--- src/rtl/irq_agg_pkg.sv ---
package irq_agg_pkg;
  localparam int unsigned DW   = 32;
  localparam int unsigned AW   = 8;
  localparam int unsigned RL_W = 3;
  localparam int unsigned NSUB = 3;

  localparam logic [AW-1:0] OFS_REV   = 8'h38;
  localparam logic [AW-1:0] OFS_CFG   = 8'h3C;
  localparam logic [AW-1:0] BASE_SUB0 = 8'h40;
  localparam logic [AW-1:0] BASE_TOP  = 8'h70;
  localparam logic [AW-1:0] GRP_STEP  = 8'h10;
  localparam logic [DW-1:0] REV_VALUE = 32'h20;

  localparam int unsigned BIT_DMA = 24;
  localparam int unsigned BIT_TX  = 9;
  localparam int unsigned BIT_RX  = 8;
  localparam int unsigned CFG_LO  = 16;
  localparam int unsigned CFG_W   = RL_W + 2;

  localparam logic [DW-1:0] SUMMARY_BITS =
    (DW'(1) << BIT_DMA) | (DW'(1) << BIT_TX) | (DW'(1) << BIT_RX);

  // Field order matches bits 20:16 of the configuration word.
  typedef struct packed {
    logic [RL_W-1:0] rlcyc;
    logic            pol;
    logic            pulse;
  } irq_cfg_t;

  function automatic logic any_unmasked(input logic [DW-1:0] src,
                                        input logic [DW-1:0] mask,
                                        input logic [DW-1:0] sel);
    return |(src & ~mask & sel);
  endfunction

  function automatic logic [DW-1:0] summary_word(input logic [DW-1:0] core_src,
                                                 input logic [DW-1:0] core_mask,
                                                 input logic [DW-1:0] dma_src,
                                                 input logic [DW-1:0] dma_mask);
    logic [DW-1:0] w;
    w = '0;
    w[BIT_TX]  = any_unmasked(core_src, core_mask, {{(DW/2){1'b0}}, {(DW/2){1'b1}}});
    w[BIT_RX]  = any_unmasked(core_src, core_mask, {{(DW/2){1'b1}}, {(DW/2){1'b0}}});
    w[BIT_DMA] = any_unmasked(dma_src, dma_mask, '1);
    return w;
  endfunction

  function automatic logic [AW-1:0] sub_base(input int unsigned idx);
    return BASE_SUB0 + AW'(idx) * GRP_STEP;
  endfunction
endpackage

--- src/rtl/irq_group.sv ---
module irq_group
  import irq_agg_pkg::*;
#(
  parameter logic [AW-1:0] BASE = 8'h40,
  parameter logic [DW-1:0] KEEP = '1
) (
  input  logic          clk,
  input  logic          rst_n,
  input  logic          wr_en,
  input  logic [AW-1:0] addr,
  input  logic [DW-1:0] wdata,
  input  logic [DW-1:0] evt,
  input  logic [DW-1:0] extra_i,
  output logic [DW-1:0] src_o,
  output logic [DW-1:0] mask_o,
  output logic [DW-1:0] rd_o
);
  localparam logic [AW-1:0] OFS_SET  = BASE + 8'h4;
  localparam logic [AW-1:0] OFS_CLR  = BASE + 8'h8;
  localparam logic [AW-1:0] OFS_MASK = BASE + 8'hC;

  logic [DW-1:0] src_q, mask_q, src_n;
  logic wr_set, wr_clr, wr_mask, rd_hit;

  assign wr_set  = wr_en && (addr == OFS_SET);
  assign wr_clr  = wr_en && (addr == OFS_CLR);
  assign wr_mask = wr_en && (addr == OFS_MASK);

  // An event bit overrides a clear landing in the same cycle.
  always_comb begin
    src_n = src_q;
    if (wr_clr) src_n = src_n & ~wdata;
    if (wr_set) src_n = src_n | wdata;
    src_n = (src_n | evt) & KEEP;
  end

  always_ff @(posedge clk or negedge rst_n) begin
    if (!rst_n) begin
      src_q  <= '0;
      mask_q <= '1;
    end else begin
      src_q <= src_n;
      if (wr_mask) mask_q <= wdata;
    end
  end

  assign src_o  = src_q | extra_i;
  assign mask_o = mask_q;
  assign rd_hit = (addr[AW-1:4] == BASE[AW-1:4]) && (addr[1:0] == 2'b00);
  assign rd_o   = !rd_hit ? '0 : (addr[3:2] == 2'b11) ? mask_q : src_o;

  a_r3_event_sets: assert property (@(posedge clk) disable iff (!rst_n)
    ((evt & KEEP) != '0) |=> ((src_q & $past(evt & KEEP)) == $past(evt & KEEP)));

  a_r2_clear_takes: assert property (@(posedge clk) disable iff (!rst_n)
    (wr_clr && evt == '0) |=> ((src_q & $past(wdata)) == '0));
endmodule

--- src/rtl/irq_pin_stage.sv ---
module irq_pin_stage
  import irq_agg_pkg::*;
(
  input  logic     clk,
  input  logic     rst_n,
  input  logic     any_i,
  input  logic     en_i,
  input  irq_cfg_t cfg_i,
  output logic     pin_o
);
  localparam int unsigned CW = RL_W + 1;

  logic          any_q, rise, active;
  logic [CW-1:0] left_q, left_n;

  assign rise = any_i & ~any_q;

  always_comb begin
    if (rise)              left_n = {1'b0, cfg_i.rlcyc} + CW'(1);
    else if (left_q != '0) left_n = left_q - CW'(1);
    else                   left_n = '0;
    active = cfg_i.pulse ? (left_n != '0) : any_i;
  end

  always_ff @(posedge clk or negedge rst_n) begin
    if (!rst_n) begin
      any_q  <= 1'b0;
      left_q <= '0;
      pin_o  <= 1'b0;
    end else begin
      any_q  <= any_i;
      left_q <= left_n;
      pin_o  <= en_i & (cfg_i.pol ? active : ~active);
    end
  end

  a_r10_disabled_low: assert property (@(posedge clk) disable iff (!rst_n)
    !en_i |=> !pin_o);

  a_r9_level_high: assert property (@(posedge clk) disable iff (!rst_n)
    (!cfg_i.pulse && cfg_i.pol && en_i && any_i) |=> pin_o);

  a_r9_level_low: assert property (@(posedge clk) disable iff (!rst_n)
    (!cfg_i.pulse && !cfg_i.pol && en_i && any_i) |=> !pin_o);

  a_r12_pulse_countdown: assert property (@(posedge clk) disable iff (!rst_n)
    (!rise && left_q != '0) |=> (left_q == CW'($past(left_q) - CW'(1))));
endmodule

--- src/rtl/irq_aggregator.sv ---
module irq_aggregator
  import irq_agg_pkg::*;
(
  input  logic          clk,
  input  logic          rst_n,
  input  logic          reg_wr,
  input  logic [AW-1:0] reg_addr,
  input  logic [DW-1:0] reg_wdata,
  output logic [DW-1:0] reg_rdata,
  input  logic [DW-1:0] core_evt,
  input  logic [DW-1:0] dma_evt,
  input  logic [DW-1:0] gpio_evt,
  input  logic [DW-1:0] top_evt,
  input  logic          irq_en,
  output logic          irq_pin
);
  logic [DW-1:0] sub_evt  [NSUB];
  logic [DW-1:0] sub_src  [NSUB];
  logic [DW-1:0] sub_mask [NSUB];
  logic [DW-1:0] sub_rd   [NSUB];
  logic [DW-1:0] summary, top_src, top_mask, top_rd, sub_rd_or;
  logic          any_pend;
  irq_cfg_t      cfg_q;

  assign sub_evt[0] = core_evt;
  assign sub_evt[1] = dma_evt;
  assign sub_evt[2] = gpio_evt;

  for (genvar g = 0; g < NSUB; g++) begin : g_sub
    irq_group #(.BASE(sub_base(g)), .KEEP('1)) u_grp (
      .clk(clk), .rst_n(rst_n), .wr_en(reg_wr), .addr(reg_addr),
      .wdata(reg_wdata), .evt(sub_evt[g]), .extra_i('0),
      .src_o(sub_src[g]), .mask_o(sub_mask[g]), .rd_o(sub_rd[g]));
  end

  assign summary = summary_word(sub_src[0], sub_mask[0], sub_src[1], sub_mask[1]);

  irq_group #(.BASE(BASE_TOP), .KEEP(~SUMMARY_BITS)) u_top (
    .clk(clk), .rst_n(rst_n), .wr_en(reg_wr), .addr(reg_addr),
    .wdata(reg_wdata), .evt(top_evt), .extra_i(summary),
    .src_o(top_src), .mask_o(top_mask), .rd_o(top_rd));

  assign any_pend = any_unmasked(top_src, top_mask, '1);

  always_ff @(posedge clk or negedge rst_n) begin
    if (!rst_n) cfg_q <= '0;
    else if (reg_wr && reg_addr == OFS_CFG) cfg_q <= reg_wdata[CFG_LO +: CFG_W];
  end

  irq_pin_stage u_pin (
    .clk(clk), .rst_n(rst_n), .any_i(any_pend), .en_i(irq_en),
    .cfg_i(cfg_q), .pin_o(irq_pin));

  always_comb begin
    sub_rd_or = '0;
    for (int i = 0; i < NSUB; i++) sub_rd_or = sub_rd_or | sub_rd[i];
    reg_rdata = sub_rd_or | top_rd;
    if (reg_addr == OFS_REV) reg_rdata = REV_VALUE;
    if (reg_addr == OFS_CFG) reg_rdata = DW'(cfg_q) << CFG_LO;
  end

  a_r7_summary_only: assert property (@(posedge clk) disable iff (!rst_n)
    ((top_src & SUMMARY_BITS) == summary));
endmodule

--- config.mk ---
export PLATFORM = sky130hd
export DESIGN_NAME = irq_aggregator
export DESIGN_NICKNAME = d
export VERILOG_FILES = /design/src/rtl/irq_agg_pkg.sv /design/src/rtl/irq_group.sv /design/src/rtl/irq_pin_stage.sv /design/src/rtl/irq_aggregator.sv
export SDC_FILE = /design/constraint.sdc
export NUM_CORES = 1
export LEC_CHECK = 0
export ABC_AREA = 1
export BUFFER_PORTS_ARGS = -buffer_cell sky130_fd_sc_hd__buf_2
export CAP_MARGIN = 0
export CORE_ASPECT_RATIO = 0.6
export CORE_MARGIN = 1.5
export CORE_UTILIZATION = 58
export CTS_CLUSTER_SIZE = 40
export DETAILED_ROUTE_END_ITERATION = 8
export GPL_TIMING_DRIVEN = 0
export PLACE_DENSITY = 0.81
export SYNTH_ARGS = -nofsm -noshare
export SYNTH_HDL_FRONTEND = slang
export SYNTH_SLANG_ARGS = --single-unit
--- constraint.sdc ---
create_clock -name clk -period 2.4 [get_ports clk]
set_clock_uncertainty 0.05 [all_clocks]
set_input_delay 0.24 -clock clk [delete_from_list [all_inputs] [get_ports clk]]
set_output_delay 0.24 -clock clk [all_outputs]
set_load 0.01 [all_outputs]
# Word-level counts from Yosys, hierarchy flattened
# Index checks and enable logic that the tools add are counted.
# word_totals
wordCells,108
ff_bits,264
output_inout_bits,33
# classes
n_reduce_logical,24
muxes,22
n_eq_ne,19
n_addsub,2
bitwise_logic,27
# ops
op,count
$mux 32,18
$or 32x32->32,11
$and 32x32->32,7
$not 32->32,4
$eq 8x7->1 const B,12
$reduce_or 32->1,2
$or 32x25->32,1
$reduce_or 16->1,2
$logic_and 1x1->1,17
$eq 4x3->1 const B,4
$eq 8x6->1 const B,2
$mux 4,2
$reduce_bool 4->1,2
$add 3x1->4 const B,1
$sub 4x1->4 const B,1
$and 1x1->1,2
$eq 2x2->1 const B,1
$logic_not 2->1,1
$mux 1,2
$not 1->1,2

# Logic depth before layout (Yosys ltp)
# Gate-level depths: netlist of the first run.
# logic_depth
ltp_word,13
ltp_mapped,17

# By module
# Synthesis of the first run repeated with hierarchy kept, for this count alone.
# unflattened
cells_unflattened,2436
hier_area_um2,16751.1
# modules_own_cells
module,area_each_um2,cells_each,n_inst
irq_group (g_sub[1].u_grp ...),3699.8,495,2
irq_group (g_sub[0].u_grp),3922.5,569,1
irq_group (u_top),3323.2,444,1
irq_aggregator,1741.7,385,1
irq_pin_stage,364.1,48,1

# Worst setup path before layout of the first run
# OpenSTA, ideal clock, no wires.
# synth_timing
path_type,register to register
startpoint,"reg u_top.mask_q[16], in the netlist u_top.mask_o[16]"
endpoint,reg u_pin.pin_o
stages_incl_launch_ff,16
arrival_ps,1653
required_time_ps,2231
setup_slack_ps,578
path_cell_list,dfstp_2 > inv_1 > nand2_1 > nand2_1 > nor2_1 > nand2_1 > nor2_1 > nand2_1 > nor2_2 > nand3_2 > nand2_2 > nand2_1 > o21ai_2 > nand3_2 > a21oi_1 > nor2_1
# synth_via
elab_chain_len,10
# synth_lines
item,line_no,text
from (decl),irq_group.sv:22,"logic [DW-1:0] src_q, mask_q, src_n;"
from (signal assigned),irq_group.sv:43,if (wr_mask) mask_q <= wdata;
$not 32->32 (*),irq_agg_pkg.sv:33,return |(src & ~mask & sel);
$and 32x32->32 (*),irq_agg_pkg.sv:33,
$reduce_or 32->1 (*),irq_agg_pkg.sv:33,
net any_pend,irq_aggregator.sv:22,logic any_pend;
$and 1x1->1,irq_pin_stage.sv:16,assign rise = any_i & ~any_q;
$mux 4,irq_pin_stage.sv:19,"if (rise) left_n = {1'b0, cfg_i.rlcyc} + CW'(1);"
$reduce_bool 4->1,irq_pin_stage.sv:22,active = cfg_i.pulse ? (left_n != '0) : any_i;
$mux 1 (*),irq_pin_stage.sv:22,
$not 1->1,irq_pin_stage.sv:33,pin_o <= en_i & (cfg_i.pol ? active : ~active);
$mux 1 (*),irq_pin_stage.sv:33,
$and 1x1->1 (*),irq_pin_stage.sv:33,
to (signal assigned),irq_pin_stage.sv:33,
to (decl),irq_pin_stage.sv:9,output logic pin_o
# Mark *: on every way through the listed nets, which the timed path passes. The rest lies on a longest branch.
# A chain may end at the register's enable or synchronous reset.

# Worst setup path after layout of the first run
# layout_timing
startpoint,reg g_sub[1].u_grp.mask_q[3]
endpoint,out reg_rdata[24]
# layout_via
elab_chain_len,9
# layout_lines
item,line_no,text
from (decl),irq_group.sv:22,
from (signal assigned),irq_group.sv:43,
$not 32->32,irq_agg_pkg.sv:33,
$and 32x32->32,irq_agg_pkg.sv:33,
$reduce_or 32->1,irq_agg_pkg.sv:33,
$or 32x25->32,irq_group.sv:47,assign src_o = src_q | extra_i;
$mux 32 (2 in a row),irq_group.sv:50,assign rd_o = !rd_hit ? '0 : (addr[3:2] == 2'b11) ? mask_q : src_o;
$or 32x32->32,irq_aggregator.sv:57,reg_rdata = sub_rd_or | top_rd;
$mux 32,irq_aggregator.sv:58,if (reg_addr == OFS_REV) reg_rdata = REV_VALUE;
$mux 32,irq_aggregator.sv:59,if (reg_addr == OFS_CFG) reg_rdata = DW'(cfg_q) << CFG_LO;
to (decl),irq_aggregator.sv:9,"output logic [DW-1:0] reg_rdata,"
# No other way between the ends.

==> results of run 1 <==
[flip-flops by register name, indices dropped and copies added, names as in the netlist]
name                cells
cfg_q                   5
g_sub.u_grp.mask_o     96
g_sub.u_grp.src_q      96
u_pin.any_q             1
u_pin.left_q            4
u_pin.pin_o             1
u_top.mask_o           32
u_top.src_q            29
[per-stage QoR]
stage | std cells | hold WS [ns]
after floorplan | 1736 | -0.106
after global placement | 2252 | 0.381
after detailed placement | 2254 | 0.0621
after CTS | 2552 | 0.00406
after global routing | 2554 | 0.0417
final | 2554 | 0.0147
[synthesized netlist by cell type, drive strengths merged (2+ instances only)]
cell type / n
nand2: 576
o21ai: 364
inv: 150
dfrtp: 136
dfstp: 128
nand3b: 125
clkbuf: 66
nor2: 50
nand3: 32
a22oi: 30
a22o: 29
buf: 20
nor3: 8
a21oi: 5
o2111ai: 5
a221oi: 3
nand4: 2
o22ai: 2
[timing repair]
action                     CTS  global route
gates resized for setup     37            98
hold endpoints to repair   205             0
setup endpoints to repair   32           115
hold buffers               249             0
buffers inserted             1             1
gates cloned                 0             0
pin swaps                   13            17
[cell type report]
| class | count | area, µm² | area share |
|---|---|---|---|
| Sequential cell | 264 | 6770 | 0.361 |
| Tap cell | 315 | 394 | 0.0210 |
| Multi-Input combinational cell | 1235 | 6130 | 0.327 |
| Timing Repair Buffer | 454 | 3580 | 0.191 |
| Inverter | 151 | 568 | 0.0303 |
| Antenna cell | 1 | 2.50 | 0.000133 |
| Clock buffer | 45 | 843 | 0.0450 |
| Buffer | 86 | 427 | 0.0228 |
| Clock inverter | 3 | 40.0 | 0.00213 |
[per-layer routing]
metal | GRT usage | share of wire | vias to the layer above
met3 | 0.183 | 0.15 | 299
met4 | 0.212 | 0.050 | 2
met2 | 0.746 | 0.43 | 1431
met1 | 0.617 | 0.37 | 7548
met5 | 0 | 0.00022 | -
li1 | - | - | 6699
[how the worst min path moves through the flow]
stage,slack (ns),startpoint,to,cells after the start
2_1_floorplan,-0.11,rst_n,cfg_q[0],0
5_1_grt,0.04,reg_wdata[19],g_sub[1].u_grp.src_q[19],3
4_1_cts,0.004,reg_wdata[19],g_sub[1].u_grp.src_q[19],3
3_5_place_dp,0.06,rst_n,g_sub[0].u_grp.src_q[11],1
6_report,0.01,reg_wdata[19],g_sub[1].u_grp.src_q[19],3
3_3_place_gp,0.38,core_evt[2],g_sub[0].u_grp.src_q[2],2
[where the power goes]
part	internal (mW)	total [mW]	leakage, nW	switching, mW
Sequential	4.64	4.71	2.56	0.0690
Clock	2.48	4.34	0.436	1.86
Combinational	0.431	1.07	4.53	0.640
[cells by family (layout without fill, tap and decap cells)]
family          Yosys count  in the layout  share of synthesized area
compound gates          439            439                      0.177
buf+inv                 237            739                     0.0666
flops                   264            264                      0.494
other cells               0              1                          0
fa+ha+maj                 1              1                   0.000914
simple gates            794            794                      0.260
xor+xnor                  1              1                   0.000640
[worst max-delay path, cell delays in order, from the launching register on]
cell	delay, ns
dfstp_2	0.54
inv_1	0.05
nand2_1	0.05
nand2_1	0.07
nor2_2	0.13
nand2_2	0.11
nor2_1	0.10
nand2_1	0.07
nand2_1	0.06
nand2_1	0.06
a22o_1	0.22
buf_2	0.15
==> results.md, run 1 <==
* Run status: complete, but fails checks
* Failing checks: setup timing
* Reg-to-Reg End: u_pin.pin_o
* Worst min path class: input port to flip-flop
* Via total after detailed routing at 16000
* Total wire length at 60000 µm
* Full die area at 0.0246 mm²
* Layout overhead on the synthesized area at 37.0%
* Netlist cell types at 31
* Detailed Routing Iterations Pass 1 at 7
* R2R cell count at 16
* RSZ-0062 raised after global routing: true
* Worst slew pin tran at 1.01 ns
* Flops & latches, synth at 264
* Sum of internal, switching and leakage power at 10.1 mW
* Core region area at 0.0231 mm²
* Synthesis Warnings at 0
* Overall routing resource usage at 0.485
* Clock tree sinks at 264
* Final number of max-transition violations at 0
* Post-placement cell area at 0.0152 mm²
* Critical path destination: reg_rdata[24]
* Global-route wire length before repair at 89600 µm
* # port buffers at 201
* Depth of the CTS H-tree at 1
* Average wire length per cell after detail routing at 23.5 µm
* Sort of element at the start of the critical path: flip-flop
* Most area-hungry cell type in the Yosys netlist: dfrtp_1
* Top cells by area, synth: dfrtp_1, dfstp_2, nand2_1
* Arrival @ worst endpoint at 2.17 ns
* Final Cell Area at 0.0188 mm²
* Residual DRC count at 0
* Count of max-cap constraint violations at 0
* IO Count at 205
* Clock latency at the later pin of the worst-skew pair at 0.56 ns
* Maximum buffer depth of the clock tree at 3
* Mean instance size in the synthesized netlist at 7.88 µm²
* End-of-flow core utilization at 0.811
* Number of global-route vias before repair at 15700
* Clock period minus final worst setup slack at 2.46 ns
* Final net count at 2391
* 1st-iter DRT viols at 2307
* Top flip-flop cell by instance count after synthesis: dfrtp_1
* Highest net fanout along the worst path at 2
* Clock tree from TritonCTS: built
* Proportion of layout cells with a drive suffix above 1 at 0.221
* LEAKAGE at 7.53 nW
* Reg-to-Reg Start: u_top.mask_o[29]
* Number of buffers created by CTS at 26
* Capturing element type of the critical path: output pin
* Overall overflow remaining after global route at 0
* Die Y at 122 µm
* Starting density of the core at 0.592
* Setup TNS at -0.169 ns
* Final estimated routing congestion in global placement at 0.991
* Area of the mapped netlist at 0.0137 mm²
* Worst Path Required at 2.11 ns
* Peak supply drop at 0.467 mV
* Mapped Cells at 1736
* Post-route fraction of the period consumed by the critical path at 1.02
* Most common cell after layout, fill and taps aside: nand2_1
* Number of antenna violations at the first check in global routing at 3
* EDFF count, synth at 0
* PD cells at 540 mW/mm²
* Remaining number of nets flagged by the antenna check after routing at 0
* Cell chosen for the clock root: clkbuf_16
* Leading cell types in the layout, fill and taps excluded: nand2_1, dlygate4sd3_1, buf_2
* Drt via density at 6.26
* Share of synthesized area occupied by flip-flops and latches at 0.494
* Post-DP HPWL at 36400 µm
* Clock slew at reported path FFs at 0.07 ns
* Largest net degree at the start of global routing at 119
* Cell Rows at 43
* Final-report hold violation count at 0
* Asr flop ratio synth at 1.00
* Share of the synthesized area in the top cell type at 0.249
* Reg2reg setup slack at 0.12 ns
* Setup Slack @ Placement at -0.550 ns
* Relative slew margins at 0.325
* Fill cell count at 1508
* Crit path kind: flip-flop to output pin
* CP Launch Point: g_sub[1].u_grp.mask_o[3]
* Number of endpoints failing setup at the final stage at 8
* Highest Clock Rate at 407 MHz
* Post-layout worst setup margin at -0.0577 ns
* Synthesized Nets at 1909
* Die Span X at 201 µm
Note: power is estimated with default switching activity, not from simulation.
==> run 2: changes to the inputs <==
--- a/config.mk
+++ b/config.mk
@@ -14,6 +14,7 @@
 export CTS_CLUSTER_SIZE = 40
 export DETAILED_ROUTE_END_ITERATION = 8
 export GPL_TIMING_DRIVEN = 0
+export MAX_ROUTING_LAYER = met4
 export PLACE_DENSITY = 0.81
 export SYNTH_ARGS = -nofsm -noshare
 export SYNTH_HDL_FRONTEND = slang
==> constraint.sdc (replaced) <==
create_clock -name clk -period 2.8 [get_ports clk]
set_clock_uncertainty 0.05 [all_clocks]
set_input_delay 0.28 -clock clk [delete_from_list [all_inputs] [get_ports clk]]
set_output_delay 0.28 -clock clk [all_outputs]
set_load 0.01 [all_outputs]
==> results.md, run 2 (synthesis gave the netlist of run 1 again) <==
* Clock tree sinks at 264
* Starting density of the core at 0.592
* Peak supply drop at 0.438 mV
* Largest net degree at the start of global routing at 106
* Post-placement cell area at 0.0152 mm²
* Cell Rows at 43
* Relative slew margins at 0.367
* Final estimated routing congestion in global placement at 1.01
* Capturing element type of the critical path: output pin
* Final Cell Area at 0.0184 mm²
* Post-DP HPWL at 36000 µm
* Family with the most delay on the worst path: buffers and inverters
* Number of buffers created by CTS at 26
* Most common cell after layout, fill and taps aside: nand2_1
* Largest stage delay on the critical path at 0.64 ns
* Overall routing resource usage at 0.493
* Number of global-route vias before repair at 15400
* Proportion of layout cells with a drive suffix above 1 at 0.193
* Worst slew pin tran at 0.950 ns
* Drt via density at 6.19
* IO Count at 205
* LEAKAGE at 7.41 nW
* Sort of element at the start of the critical path: input port
* Remaining number of nets flagged by the antenna check after routing at 0
* Highest net fanout along the worst path at 10
* Maximum buffer depth of the clock tree at 3
* Clock tree from TritonCTS: built
* Sum of buffers and inverters on the critical path at 4
* PD cells at 460 mW/mm²
* Sum of internal, switching and leakage power at 8.47 mW
* Total wire length at 58800 µm
* Count of max-cap constraint violations at 0
* Full die area at 0.0246 mm²
* Run status: complete, but fails checks
* Detailed Routing Iterations Pass 1 at 8
* Die Y at 122 µm
* Clock slew at reported path FFs at 0.07 ns
* Final net count at 2382
* Final number of max-transition violations at 0
* Core region area at 0.0231 mm²
* Global-route wire length before repair at 87700 µm
* Number of endpoints failing setup at the final stage at 0
* Number of antenna violations at the first check in global routing at 2
* Post-layout worst setup margin at 0.00899 ns
* Setup TNS at 0 ns
* # port buffers at 201
* Final-report hold violation count at 1
* Worst Path Required at 2.47 ns
* Worst min path class: input port to flip-flop
* Failing checks: hold timing
* Clock period minus final worst setup slack at 2.79 ns
* 1st-iter DRT viols at 2245
* Residual DRC count at 0
* Die Span X at 201 µm
* Setup Slack @ Placement at -0.293 ns
* Arrival @ worst endpoint at 2.46 ns
* Critical-path cell list: buf_2 -> nand2_1 -> buf_2 -> clkbuf_1 -> o21ai_0 -> a22oi_1 -> nand3_1 -> buf_2
* Depth of the CTS H-tree at 1
* Highest Clock Rate at 358 MHz
* Crit path kind: input port to output pin
* Via total after detailed routing at 15800
* Average wire length per cell after detail routing at 23.1 µm
* Leading cell types in the layout, fill and taps excluded: nand2_1, dlygate4sd3_1, buf_2
* RSZ-0062 raised after global routing: false
* Fill cell count at 1553
* Post-route fraction of the period consumed by the critical path at 0.997
* Clock latency at the later pin of the worst-skew pair at 0.58 ns
* Most repeated library cell on the critical path: buf_2
* Layout overhead on the synthesized area at 34.6%
* Max stage delay cell, worst path: clkbuf_1
* Overall overflow remaining after global route at 0
* Cell chosen for the clock root: clkbuf_16
* Worst hold slack at -0.0102 ns
-- run 2: changes by cell type in the layout (fill, tap and decap cells not counted), moves of 5 or more --
cell	delta
nand2_2	-12
buf_4	-5
dlygate4sd3_1	-7
nor2_2	-12
clkbuf_4	-12
nor2_1	+16
clkbuf_1	+26
nand2_1	+12
clkbuf_2	-11
-- run 2: tightest hold or removal path, stage by stage --
cell and delay (ns):
buf_2 0.13, nand2_1 0.06, nand3b_1 0.09
-- run 2: layout make-up --
| type | count | area, µm² | share of cell area |
|---|---|---|---|
| tap | 315 | 394 | 0.0214 |
| antenna | 4 | 10.0 | 0.000543 |
| multi-input combinational | 1235 | 6010 | 0.326 |
| buffer | 86 | 355 | 0.0193 |
| inverter | 151 | 567 | 0.0308 |
| clock buffer | 39 | 769 | 0.0418 |
| timing repair buffer | 445 | 3490 | 0.190 |
| clock inverter | 9 | 60.1 | 0.00326 |
| sequential | 264 | 6770 | 0.367 |
-- run 2: through the flow --
step,util,std cells
final,0.796,2548
after global routing,0.796,2546
after floorplan,-,1736
after CTS,0.796,2544
after global placement,0.652,2252
after detailed placement,0.655,2254
-- run 2: report_power, final --
| group | switching, mW | total [mW] | internal [mW] |
|---|---|---|---|
| Combinational | 0.535 | 0.897 | 0.362 |
| Clock | 1.63 | 3.54 | 1.91 |
| Sequential | 0.0580 | 4.04 | 3.98 |
| Total | 2.23 | 8.47 | 6.25 |
-- run 2: final timing paths --
path / depth (start not counted) / end / from / slack (ns)
max reg2reg: 15 / u_pin.pin_o / g_sub[0].u_grp.mask_o[16] / 0.32
max: 8 / reg_rdata[31] / reg_addr[2] / 0.009
min: 3 / g_sub[2].u_grp.src_q[15] / reg_wdata[15] / -0.01
min in group asynchronous: 2 / u_top.src_q[11] / rst_n / 0.22
max in group asynchronous: 4 / g_sub[1].u_grp.mask_o[27] / rst_n / 1.13
min reg2reg: 2 / g_sub[1].u_grp.mask_o[18] / g_sub[1].u_grp.mask_o[18] / 0.43
-- run 2: routing by layer --
metal | wire [µm] | track usage | up-vias
met1 | 22200 | 0.629 | 7356
met4 | 3200 | 0.244 | 0
met5 | 0 | - | -
met3 | 8600 | 0.156 | 315
met2 | 24800 | 0.713 | 1425
li1 | - | - | 6683
-- run 2: timing repair --
| action | CTS | global route |
|---|---|---|
| hold buffers | 242 | 0 |
| buffers inserted | 0 | 0 |
| endpoints found under the hold margin | 165 | 0 |
| setup endpoints to repair | 20 | 21 |
| gates resized for setup | 3 | 9 |
| gates cloned | 0 | 0 |
